--- src/rtl/dbl_seq.sv ---
module dbl_seq #(
  parameter int POR_CYCLES = 17,
  parameter int CAL_CYCLES = 60
) (
  input  logic       clk,
  input  logic       rst_n,
  input  logic       supply_ok,
  input  logic       en_i,
  input  logic       drvon_i,
  output logic [1:0] out_mode,
  output logic       rdy_pull,
  output logic       cal_busy
);
  localparam int CW = $clog2(CAL_CYCLES + 1);
  localparam logic [1:0] M_HIZ = 2'b00;
  localparam logic [1:0] M_MID = 2'b01;
  localparam logic [1:0] M_FOL = 2'b10;

  logic          active, armed, por_done, cal_done;
  logic [CW-1:0] cnt;

  wire both_hi = en_i && drvon_i;
  wire start   = !active && supply_ok && en_i;
  wire stop    = active && (!supply_ok || (armed ? (!en_i && !drvon_i) : !en_i));

  always_ff @(posedge clk or negedge rst_n) begin
    if (!rst_n) begin
      active   <= 1'b0;
      armed    <= 1'b0;
      cnt      <= '0;
      por_done <= 1'b0;
      cal_done <= 1'b0;
    end else if (stop || (!active && !start)) begin
      active   <= 1'b0;
      armed    <= 1'b0;
      cnt      <= '0;
      por_done <= 1'b0;
      cal_done <= 1'b0;
    end else if (start) begin
      active   <= 1'b1;
      armed    <= both_hi;
      cnt      <= '0;
      por_done <= 1'b0;
      cal_done <= 1'b0;
    end else begin
      if (both_hi) armed <= 1'b1;
      if (!cal_done) cnt <= cnt + 1'b1;
      if (cnt == CW'(POR_CYCLES - 1)) por_done <= 1'b1;
      if (cnt == CW'(CAL_CYCLES - 1)) cal_done <= 1'b1;
    end
  end

  assign out_mode = (!active || !por_done) ? M_HIZ :
                    (cal_done && drvon_i)   ? M_FOL : M_MID;
  assign rdy_pull = !cal_done;
  assign cal_busy = active && !cal_done;


  vok_loss_chk: assert property (@(posedge clk) disable iff (!rst_n)
    !supply_ok |=> (out_mode == M_HIZ && rdy_pull && !cal_busy));


  rdy_release_chk: assert property (@(posedge clk) disable iff (!rst_n)
    $fell(rdy_pull) |-> ($past(cal_busy) && !cal_busy));


  follow_ready_chk: assert property (@(posedge clk) disable iff (!rst_n)
    (out_mode == M_FOL) |-> (!rdy_pull && drvon_i));


  unarmed_stop_chk: assert property (@(posedge clk) disable iff (!rst_n)
    (active && !armed && !en_i) |=> (out_mode == M_HIZ && rdy_pull));


  arm_hold_chk: assert property (@(posedge clk) disable iff (!rst_n)
    (active && armed && supply_ok && (en_i || drvon_i)) |=> active);


  armed_stop_chk: assert property (@(posedge clk) disable iff (!rst_n)
    (active && armed && !en_i && !drvon_i) |=> (!active && rdy_pull));
endmodule

--- config.mk ---
export PLATFORM = sky130hd
export DESIGN_NAME = dbl_seq
export DESIGN_NICKNAME = d
export VERILOG_FILES = /design/src/rtl/dbl_seq.sv
export SDC_FILE = /design/constraint.sdc
export NUM_CORES = 1
export LEC_CHECK = 0
export ABC_AREA = 1
export BUFFER_PORTS_ARGS = -buffer_cell sky130_fd_sc_hd__buf_4
export CAP_MARGIN = 20
export CORE_AREA = 2 2 39 41
export CTS_CLUSTER_DIAMETER = 30
export DETAILED_ROUTE_END_ITERATION = 10
export DIE_AREA = 0 0 41 43
export GPL_ROUTABILITY_DRIVEN = 0
export PLACE_DENSITY_LB_ADDON = 0.3
export SLEW_MARGIN = 40
export SYNTH_ARGS = -nofsm -noshare
export SYNTH_HDL_FRONTEND = slang
export SYNTH_SLANG_ARGS = --single-unit
--- constraint.sdc ---
create_clock -name clk -period 1.5 [get_ports clk]
set_clock_uncertainty 0.15 [all_clocks]
set_input_delay 0.225 -clock clk [delete_from_list [all_inputs] [get_ports clk]]
set_output_delay 0.225 -clock clk [all_outputs]
set_load 0.01 [all_outputs]
==> impl_metrics.yaml, run 1 <==
worst_hold_path:
  holdPathStages: 3
  worstHoldStart: "en_i"
  hold_class: "in2reg"
  hold_end: "active"
drt:
  drt_wl_total_um: 1156
  wl_per_cell_um: 11.01
  drc_errors: 0
  antenna_left: 0
  num_vias: 499
  dr.pass1.iters: 4
  viasPerCell: 4.752
  drt-initial-drc-count: 8
global_routing:
  grt_pass1_wl_um: 1828
  grt_max_degree: 11
  grt_pass1_vias: 494
  grt.overflow.total: 0
  antenna_found_initial: 0
  grtUsageTotal: 0.1568
logic_synthesis:
  synthesis.area_sq_um: 550.5
  synth-warning-count: 0
  yosysSeqAreaShare: 0.4545
  synth_edf_count: 0
  synth.avg_cell_area_sq_um: 7.541
  synthCells: 73
  async_flop_share: 1.000
  ys_seq_elements: 10
  synth_common_cells: "nand2_1 (20), nor2_1 (12), dfrtp_1 (10), inv_1 (10), nand3_1 (5)"
  synth_top_area_cell: "dfrtp_1"
  synth_ff_type: "dfrtp_1"
  yosys-top-cells-area: "dfrtp_1 (45%), nand2_1 (14%), nor2_1 (8.2%), inv_1 (6.8%), ha_1 (4.5%)"
  syn_nets: 80
  yosysMostFrequentCell: "nand2_1"
  synth_cell_types: 17
  synth_top_area_frac: 0.4545
worst_setup_path:
  reg2regPathDepth: 7
  endpoint_kind: "primary output"
  reg2reg_slack_ns: 0.12
  worst_path_most_repeated_cell: "buf_4"
  criticalPathCategory: "reg2out"
  crit_chain: "buf_4 > inv_2 > buf_4"
  crit_required_ns: 1.12
  start_kind: "flop"
  slowest_stage: "dfrtp_2"
  rr_endpoint: "cnt[5]"
  path_max_fanout: 7
  critPathArrivalTime_ns: 1.06
  worstReg2RegStart: "cal_done"
  max_stage_delay_ns: 0.41
pwr:
  pwr-share-comb: 0.073
  pwr-share-seq: 0.488
  powerDensity_nw_per_um2: 802.3
  p_int_uw: 439.0
  ir_drop_uv: 736.7
  p_total_uw: 566.2
  swShare: 0.2247
  leakage_uw: 0.0003380
  p_sw_uw: 127.2
  pwr-share-clk: 0.439
placement:
  dp_cells: 97
  dpl-instance-area_sq_um: 630.6
  detailed_place_hpwl_um: 863.3
  port_buffers: 8
clocking:
  cts_tree: "done"
  cts_sinks: 10
  clk_latency_ns: 0.28
  cts_buffers: 3
  clk_pin_slew_ns: 0.06
  clockRootBuffer: "clkbuf_4"
  cts-htree-levels: 1
  clk_path_buf_depth: 2
final_layout:
  diodes: 0
  area_delta_synth_final_pct: 28.18
  finish.utilization: 0.5099
  nNetsFinal: 97
  layout-drive-gt1-share: 0.2472
  stdcell_area_sq_um: 705.7
  fin_cells: 105
sta:
  max_clock_freq_mhz: 697.0
  tightestPinTransition_ns: 0.2656
  drv_slew: 0
  tns_ns: 0
  slew_headroom: 0.8228
  layout_min_cycle_time_ns: 1.435
  fin_crit_sh: 0.9565
  finalHoldViolations: 0
  setup_viol: 0
  rsz0062_at_grt: "false"
floorplan:
  dieArea_sq_um: 1763
  io-pin-count: 9
  rows: 14
  die_w_um: 41
  die_h_um: 43
  initial_core_util: 0.3978
  core-area_sq_um: 1384
job:
  cap_violations: 0
run_status:
  run_status: "completed"
==> placed cells by master, fill, tap and decap left out, types with 2 or more instances in the layout <==
cell / n
buf_4: 11
nor3_2: 2
ha_1: 2
a21oi_1: 4
clkbuf_4: 3
nand3_1: 5
nor2_1: 12
dfrtp_1: 9
nand2_1: 20
inv_1: 10
==> critical path: cells and delay by family (launching register included) <==
family	cells	cell delay (ns)
buf+inv	3	0.38
flops	1	0.41
==> power groups by stage <==
stage | clock (uW) | sequential (uW) | combinational, uW
after detailed placement | 0 | 282 | 37.4
after floorplan | 0 | 281 | 15.8
after global placement | 0 | 281 | 37.3
after CTS | 248 | 276 | 39.5
after global routing | 270 | 277 | 46.8
final | 248 | 276 | 41.5
==> flip-flops by register name (all words and copies together) (netlist names) <==
name / cells
cal_done: 1
por_done: 1
active: 1
cnt: 6
armed: 1
==> cells by family after synthesis <==
| family | synth area share |
|---|---|
| adder cells (fa/ha/maj) | 0.04545 |
| flip-flops | 0.4545 |
| AND/OR/NAND/NOR | 0.3364 |
| AO/OA/AOI/OAI | 0.08864 |
| buffers and inverters | 0.07500 |
==> layout make-up <==
type / instances / area, sq um
Fill cell: 134 / 678.2
Multi-Input combinational cell: 52 / 264.0
Sequential cell: 10 / 251.5
Timing Repair Buffer: 12 / 92.59
Inverter: 11 / 41.29
Clock buffer: 4 / 36.28
Tap cell: 16 / 20.02
==> stage by stage <==
step,hold slack (ns),worst slack [ns]
after CTS,0.04357,0.01942
after global placement,-0.08701,0.2808
final,0.04590,0.06530
after global routing,0.05019,0.02219
after detailed placement,-0.08856,0.2643
after floorplan,-0.2206,0.3792
==> worst max-delay path by stage <==
stage / start / to / slack (ns)
floorplan: cal_done / cnt[3] / 0.38
global placement: cal_done / cnt[3] / 0.28
detailed placement: cnt[1] / cnt[4] / 0.26
CTS: cal_done / out_mode[1] / 0.02
global route: cal_done / rdy_pull / 0.02
finish: cal_done / rdy_pull / 0.07
==> per-layer routing <==
| metal | GRT usage | vias up | routed length, um |
|---|---|---|---|
| li1 | - | 259 | - |
| met4 | 0.06000 | 0 | 6 |
| met5 | 0 | - | 0 |
| met1 | 0.1818 | 233 | 526 |
| met3 | 0.07853 | 2 | 52 |
| met2 | 0.2375 | 5 | 571 |
==> timing repair <==
item                                   CTS  global route
setup endpoints to repair                0             2
endpoints found under the hold margin   10             0
setup buffers                            0             3
resized for setup                        0             2
hold buffers                             1             0
(Power assumes the default switching activity.)
==> run 2, diff against run 1 <==
--- a/config.mk
+++ b/config.mk
@@ -7,11 +7,13 @@
 export LEC_CHECK = 0
 export ABC_AREA = 1
 export BUFFER_PORTS_ARGS = -buffer_cell sky130_fd_sc_hd__buf_4
-export CAP_MARGIN = 20
-export CORE_AREA = 2 2 39 41
+export CELL_PAD_IN_SITES_DETAIL_PLACEMENT = 0
+export CELL_PAD_IN_SITES_GLOBAL_PLACEMENT = 1
+export CORE_ASPECT_RATIO = 1.1
+export CORE_MARGIN = 1.5
+export CORE_UTILIZATION = 37
 export CTS_CLUSTER_DIAMETER = 30
 export DETAILED_ROUTE_END_ITERATION = 10
-export DIE_AREA = 0 0 41 43
 export GPL_ROUTABILITY_DRIVEN = 0
 export PLACE_DENSITY_LB_ADDON = 0.3
 export SLEW_MARGIN = 40
==> run 2 against run 1 <==
  * Worst hold slack gained 0.0080 ns
  * Setup slack gained 0.012 ns
  * Non-clock buffer count shrank 3
  * Design area shrank 3.9%
  * Combinational power shrank 7.5%
  * Critical path type unchanged
  * Largest cell class unchanged
  * Largest power group unchanged
  * Highest routed layer unchanged
==> impl_metrics.yaml, run 2 (synthesis gave the netlist of run 1 again) <==
run_status:
  run_status: "completed"
job:
  cap_violations: 0
pwr:
  swShare: 0.2028
  p_int_uw: 436.9
  p_sw_uw: 111.2
  pwr-share-comb: 0.070
  pwr-share-clk: 0.425
  powerDensity_nw_per_um2: 808.1
  leakage_uw: 0.0003219
  ir_drop_uv: 516.7
  pwr-share-seq: 0.504
global_routing:
  grtUsageTotal: 0.1636
  grt.overflow.total: 0
  grt_pass1_wl_um: 1883
  grt_pass1_vias: 464
  grt_max_degree: 11
  antenna_found_initial: 0
drt:
  dr.pass1.iters: 2
  wl_per_cell_um: 10.25
  drt-initial-drc-count: 4
  top_layer: "met4"
  drt-met1-wl_um: 496
  num_vias: 482
  route.met2.wl_um: 509
  drc_errors: 0
  viasPerCell: 4.725
  met3WireLength_um: 24
  drt_wl_total_um: 1045
  antenna_left: 0
floorplan:
  core-area_sq_um: 1384
  rows: 14
  die_w_um: 39.78
  die_h_um: 43.46
  io-pin-count: 9
  dieArea_sq_um: 1729
  initial_core_util: 0.3978
worst_hold_path:
  hold_class: "in2reg"
  hold_end: "active"
  holdPathStages: 3
  worstHoldStart: "en_i"
clocking:
  clk_pin_slew_ns: 0.07
  clockRootBuffer: "clkbuf_4"
  cts_sinks: 10
  cts_buffers: 3
  clk_path_buf_depth: 2
  clk_latency_ns: 0.26
  cts_tree: "done"
  cts-htree-levels: 1
worst_setup_path:
  reg2reg_slack_ns: 0.26
  path_max_fanout: 5
  crit_required_ns: 1.12
  start_kind: "flop"
  critPathArrivalTime_ns: 1.05
  criticalPathCategory: "reg2out"
  worstReg2RegStart: "active"
  endpoint_kind: "primary output"
  rr_endpoint: "cnt[3]"
  reg2regPathDepth: 4
sta:
  finalHoldViolations: 0
  fin_crit_sh: 0.9485
  tns_ns: 0
  rsz0062_at_grt: "false"
  layout_min_cycle_time_ns: 1.423
  max_clock_freq_mhz: 702.9
  tightestPinTransition_ns: 0.2686
  setup_ws_ns: 0.07724
  drv_slew: 0
  slew_headroom: 0.8207
  setup_viol: 0
final_layout:
  layout-drive-gt1-share: 0.2093
  stdcell_area_sq_um: 678.2
  largest_reg_flops: 6
  layout_commonest_cell: "nand2_1"
  mostFrequentLayoutCells: "nand2_1 (20), nor2_1 (12), inv_1 (10)"
  top_register: "cnt"
  area_delta_synth_final_pct: 23.18
  diodes: 0
  nNetsFinal: 94
placement:
  port_buffers: 8
  detailed_place_hpwl_um: 857
  dpl-instance-area_sq_um: 630.6
  dp_slack_ns: 0.2537
[run 2: worst max-delay path by stage]
stage / from / cells past startpoint / end
2_1_floorplan: cal_done / 6 / cnt[3]
5_1_grt: active / 3 / out_mode[1]
3_5_place_dp: active / 4 / cnt[3]
4_1_cts: cal_done / 3 / out_mode[0]
6_report: cal_done / 3 / out_mode[0]
3_3_place_gp: active / 4 / por_done
[run 2: metrics by stage]
stage	util	power (uW)	instances	hold WS, ns
floorplan	-	296.7	73	-0.2206
finish	0.4901	548.0	102	0.05388
global route	0.4901	580.8	102	0.04322
CTS	0.4892	561.1	102	0.04970
detailed placement	0.4557	319.3	97	-0.08590
global placement	0.4557	319.1	97	-0.08547
[run 2: final cells by class]
class | count | area [sq um]
fillers | 153 | 705.7
multi-input cells | 52 | 259.0
flip-flops and latches | 10 | 251.5
repair buffers | 9 | 70.07
inverters | 11 | 41.29
clock buffers | 4 | 36.28
well taps | 16 | 20.02
[run 2: worst max-delay path: stages, from the launching register on]
cell and delay (ns):
dfrtp_2 0.44, nand2_1 0.09, and3_1 0.14, buf_4 0.11
[run 2: layer usage]
metal  global-route usage  vias up
met5                    0        -
met4               0.1241        0
met3              0.01538        2
met2               0.2426        6
met1               0.2140      221
li1                     -      253
[run 2: power by group through the flow]
| stage | registers, uW | clock network (uW) | logic (uW) |
|---|---|---|---|
| after floorplan | 281 | 0 | 15.8 |
| after global placement | 282 | 0 | 37.5 |
| after detailed placement | 282 | 0 | 37.6 |
| after CTS | 277 | 245 | 39.9 |
| after global routing | 277 | 259 | 44.7 |
| final | 276 | 233 | 38.4 |
[run 2: timing repair]
item,4_1_cts,5_1_grt
gates resized for setup,0,1
hold buffers,1,0
setup endpoints to repair,0,1
hold endpoints to repair,10,0
setup buffers,0,0
==> run 3, diff against run 2 <==
--- a/config.mk
+++ b/config.mk
@@ -5,13 +5,11 @@
 export SDC_FILE = /design/constraint.sdc
 export NUM_CORES = 1
 export LEC_CHECK = 0
-export ABC_AREA = 1
 export BUFFER_PORTS_ARGS = -buffer_cell sky130_fd_sc_hd__buf_4
 export CELL_PAD_IN_SITES_DETAIL_PLACEMENT = 0
 export CELL_PAD_IN_SITES_GLOBAL_PLACEMENT = 1
-export CORE_ASPECT_RATIO = 1.1
 export CORE_MARGIN = 1.5
-export CORE_UTILIZATION = 37
+export CORE_UTILIZATION = 39
 export CTS_CLUSTER_DIAMETER = 30
 export DETAILED_ROUTE_END_ITERATION = 10
 export GPL_ROUTABILITY_DRIVEN = 0
==> run 3 against run 2 <==
  * Routed wire length decreased by 11%
  * Combinational power decreased by 9.9%
  * Cell count decreased by 19%
  * Utilization increased by 5.0 points
  * Critical path type unchanged
  * Critical endpoint is now cal_busy
  * Highest routed layer unchanged
==> impl_metrics.yaml, run 3 <==
clocking:
  cts_sinks: 10
  clk_latency_ns: 0.28
  cts-htree-levels: 1
  cts_buffers: 3
  clk_path_buf_depth: 2
  clk_pin_slew_ns: 0.07
  clockRootBuffer: "clkbuf_4"
  cts_tree: "done"
final_layout:
  fin_cells: 83
  area_delta_synth_final_pct: 31.83
  finish.utilization: 0.5404
  fillCellCount: 119
  mostFrequentLayoutCells: "buf_4 (11), dfrtp_1 (10), nor2_1 (8)"
  layout_commonest_cell: "buf_4"
  multi_input_area_sq_um: 262.8
  top_register: "cnt"
  largest_reg_flops: 6
  nNetsFinal: 76
  stdcell_area_sq_um: 694.4
  regArea_sq_um: 250.2
  diodes: 0
  layout-drive-gt1-share: 0.3382
pwr:
  pwr-share-comb: 0.062
  p_total_uw: 555.2
  ir_drop_uv: 562.2
  powerDensity_nw_per_um2: 799.6
  p_sw_uw: 116.4
  swShare: 0.2097
  pwr-share-seq: 0.497
  leakage_uw: 0.0003524
  p_int_uw: 438.8
  pwr-share-clk: 0.440
drt:
  drc_errors: 0
  drt-initial-drc-count: 3
  viasPerCell: 5.084
  num_vias: 422
  antenna_left: 0
  drt_wl_total_um: 935
  wl_per_cell_um: 11.27
  dr.pass1.iters: 2
logic_synthesis:
  syn_nets: 58
  synth_common_cells: "dfrtp_1 (10), nor2_1 (8), a21oi_1 (4)"
  yosysSeqAreaShare: 0.4751
  synth_ff_type: "dfrtp_1"
  synth_top_area_frac: 0.4751
  synthCells: 51
  synth_cell_types: 22
  synthesis.area_sq_um: 526.8
  ys_seq_elements: 10
  yosys-top-cells-area: "dfrtp_1 (48%), nor2_1 (5.7%), xor2_1 (5.0%), ha_1 (4.8%), nand4b_4 (4.5%)"
  synth-warning-count: 0
  synth_top_area_cell: "dfrtp_1"
  synth.avg_cell_area_sq_um: 10.33
  async_flop_share: 1.000
  yosysMostFrequentCell: "dfrtp_1"
  synth_edf_count: 0
worst_setup_path:
  criticalPathCategory: "reg2out"
  critPathArrivalTime_ns: 1.10
  worst_path_most_repeated_cell: "buf_6"
  rr_endpoint: "cnt[5]"
  crit_required_ns: 1.12
  reg2regPathDepth: 4
  worstReg2RegStart: "cal_done"
  endpoint_kind: "primary output"
  cp.depth: 3
  crit_chain: "buf_6 > and2b_2 > buf_6"
  cp-startpoint: "cal_done"
  slowest_stage: "dfrtp_1"
  start_kind: "flop"
  cp-endpoint: "cal_busy"
  path_max_fanout: 6
  reg2reg_slack_ns: 0.10
  cp_num_buf_inv: 2
  path_delay_family: "flip-flops"
  max_stage_delay_ns: 0.39
sta:
  slew_headroom: 0.7812
  finalHoldViolations: 0
  fin_crit_sh: 0.9836
  drv_slew: 0
  layout_min_cycle_time_ns: 1.475
  max_clock_freq_mhz: 677.8
  rsz0062_at_grt: "true"
  setup_viol: 0
  tightestPinTransition_ns: 0.3273
floorplan:
  core-area_sq_um: 1285
  die_w_um: 39.75
  io-pin-count: 9
  rows: 13
  die_h_um: 39.75
  dieArea_sq_um: 1580
  initial_core_util: 0.4099
global_routing:
  grtUsageTotal: 0.1560
  grt_pass1_vias: 378
  antenna_found_initial: 0
  grt_pass1_wl_um: 1518
  grt.overflow.total: 0
  grt_max_degree: 11
worst_hold_path:
  worstHoldStart: "supply_ok"
  hold_class: "in2reg"
placement:
  port_buffers: 8
  dpl-instance-area_sq_um: 601.8
  dp_cells: 74
  detailed_place_hpwl_um: 706.9
run_status:
  run_status: "completed"
job:
  cap_violations: 0
-- run 3: final cells by class --
cell class	instances	area share
multi-input combinational	37	0.3784
sequential	10	0.3604
timing repair buffer	14	0.1658
clock buffer	4	0.05225
tap	15	0.02703
inverter	3	0.01622
-- run 3: repair_timing --
| action | in CTS | in global routing |
|---|---|---|
| pin swaps | 0 | 2 |
| endpoints found under the setup margin | 2 | 2 |
| hold endpoints to repair | 10 | 0 |
| gates resized for setup | 1 | 3 |
| hold buffers | 1 | 0 |
| buffers inserted | 3 | 1 |
-- run 3: per-layer routing --
| layer | wire, um | part of all wire | global-route usage | vias up |
|---|---|---|---|---|
| li1 | - | - | - | 205 |
| met1 | 419 | 0.45 | 0.1655 | 204 |
| met2 | 429 | 0.46 | 0.2459 | 10 |
| met3 | 65 | 0.070 | 0.08523 | 3 |
| met4 | 21 | 0.022 | 0.07759 | 0 |
| met5 | 0 | 0 | 0 | - |
-- run 3: how the worst min path moves through the flow --
stage                     depth (start not counted)  endpoint
final                                             2     armed
after floorplan                                   0    active
after detailed placement                          1    cnt[4]
after global placement                            1    cnt[5]
after CTS                                         2     armed
after global routing                              2     armed
-- run 3: metrics by stage --
stage	setup TNS (ns)	hold WS, ns	setup slack [ns]
3_5_place_dp	0	-0.08699	0.1529
2_1_floorplan	0	-0.2206	0.1545
5_1_grt	-0.03300	0.01328	-0.03300
6_report	0	0.02426	0.02466
4_1_cts	0	0.01453	0.006964
3_3_place_gp	0	-0.08568	0.1633
-- run 3: cell families (layout without fill, tap and decap cells) --
kind of cell,after synthesis,in the layout,share of synthesized area
AO/OA/AOI/OAI,7,7,0.07601
adder cells (fa/ha/maj),3,3,0.06650
multiplexers,1,1,0.01900
flip-flops,10,10,0.4751
AND/OR/NAND/NOR,22,22,0.2542
XOR/XNOR,4,4,0.06652
buffers and inverters,4,21,0.04275
-- run 3: power by group through the flow --
| stage | clock [uW] | combinational [uW] | sequential [uW] |
|---|---|---|---|
| floorplan | 0 | 11.9 | 281 |
| global placement | 0 | 32.3 | 281 |
| detailed placement | 0 | 32.3 | 282 |
| CTS | 258 | 34.4 | 276 |
| global route | 273 | 38.8 | 277 |
| finish | 244 | 34.6 | 276 |
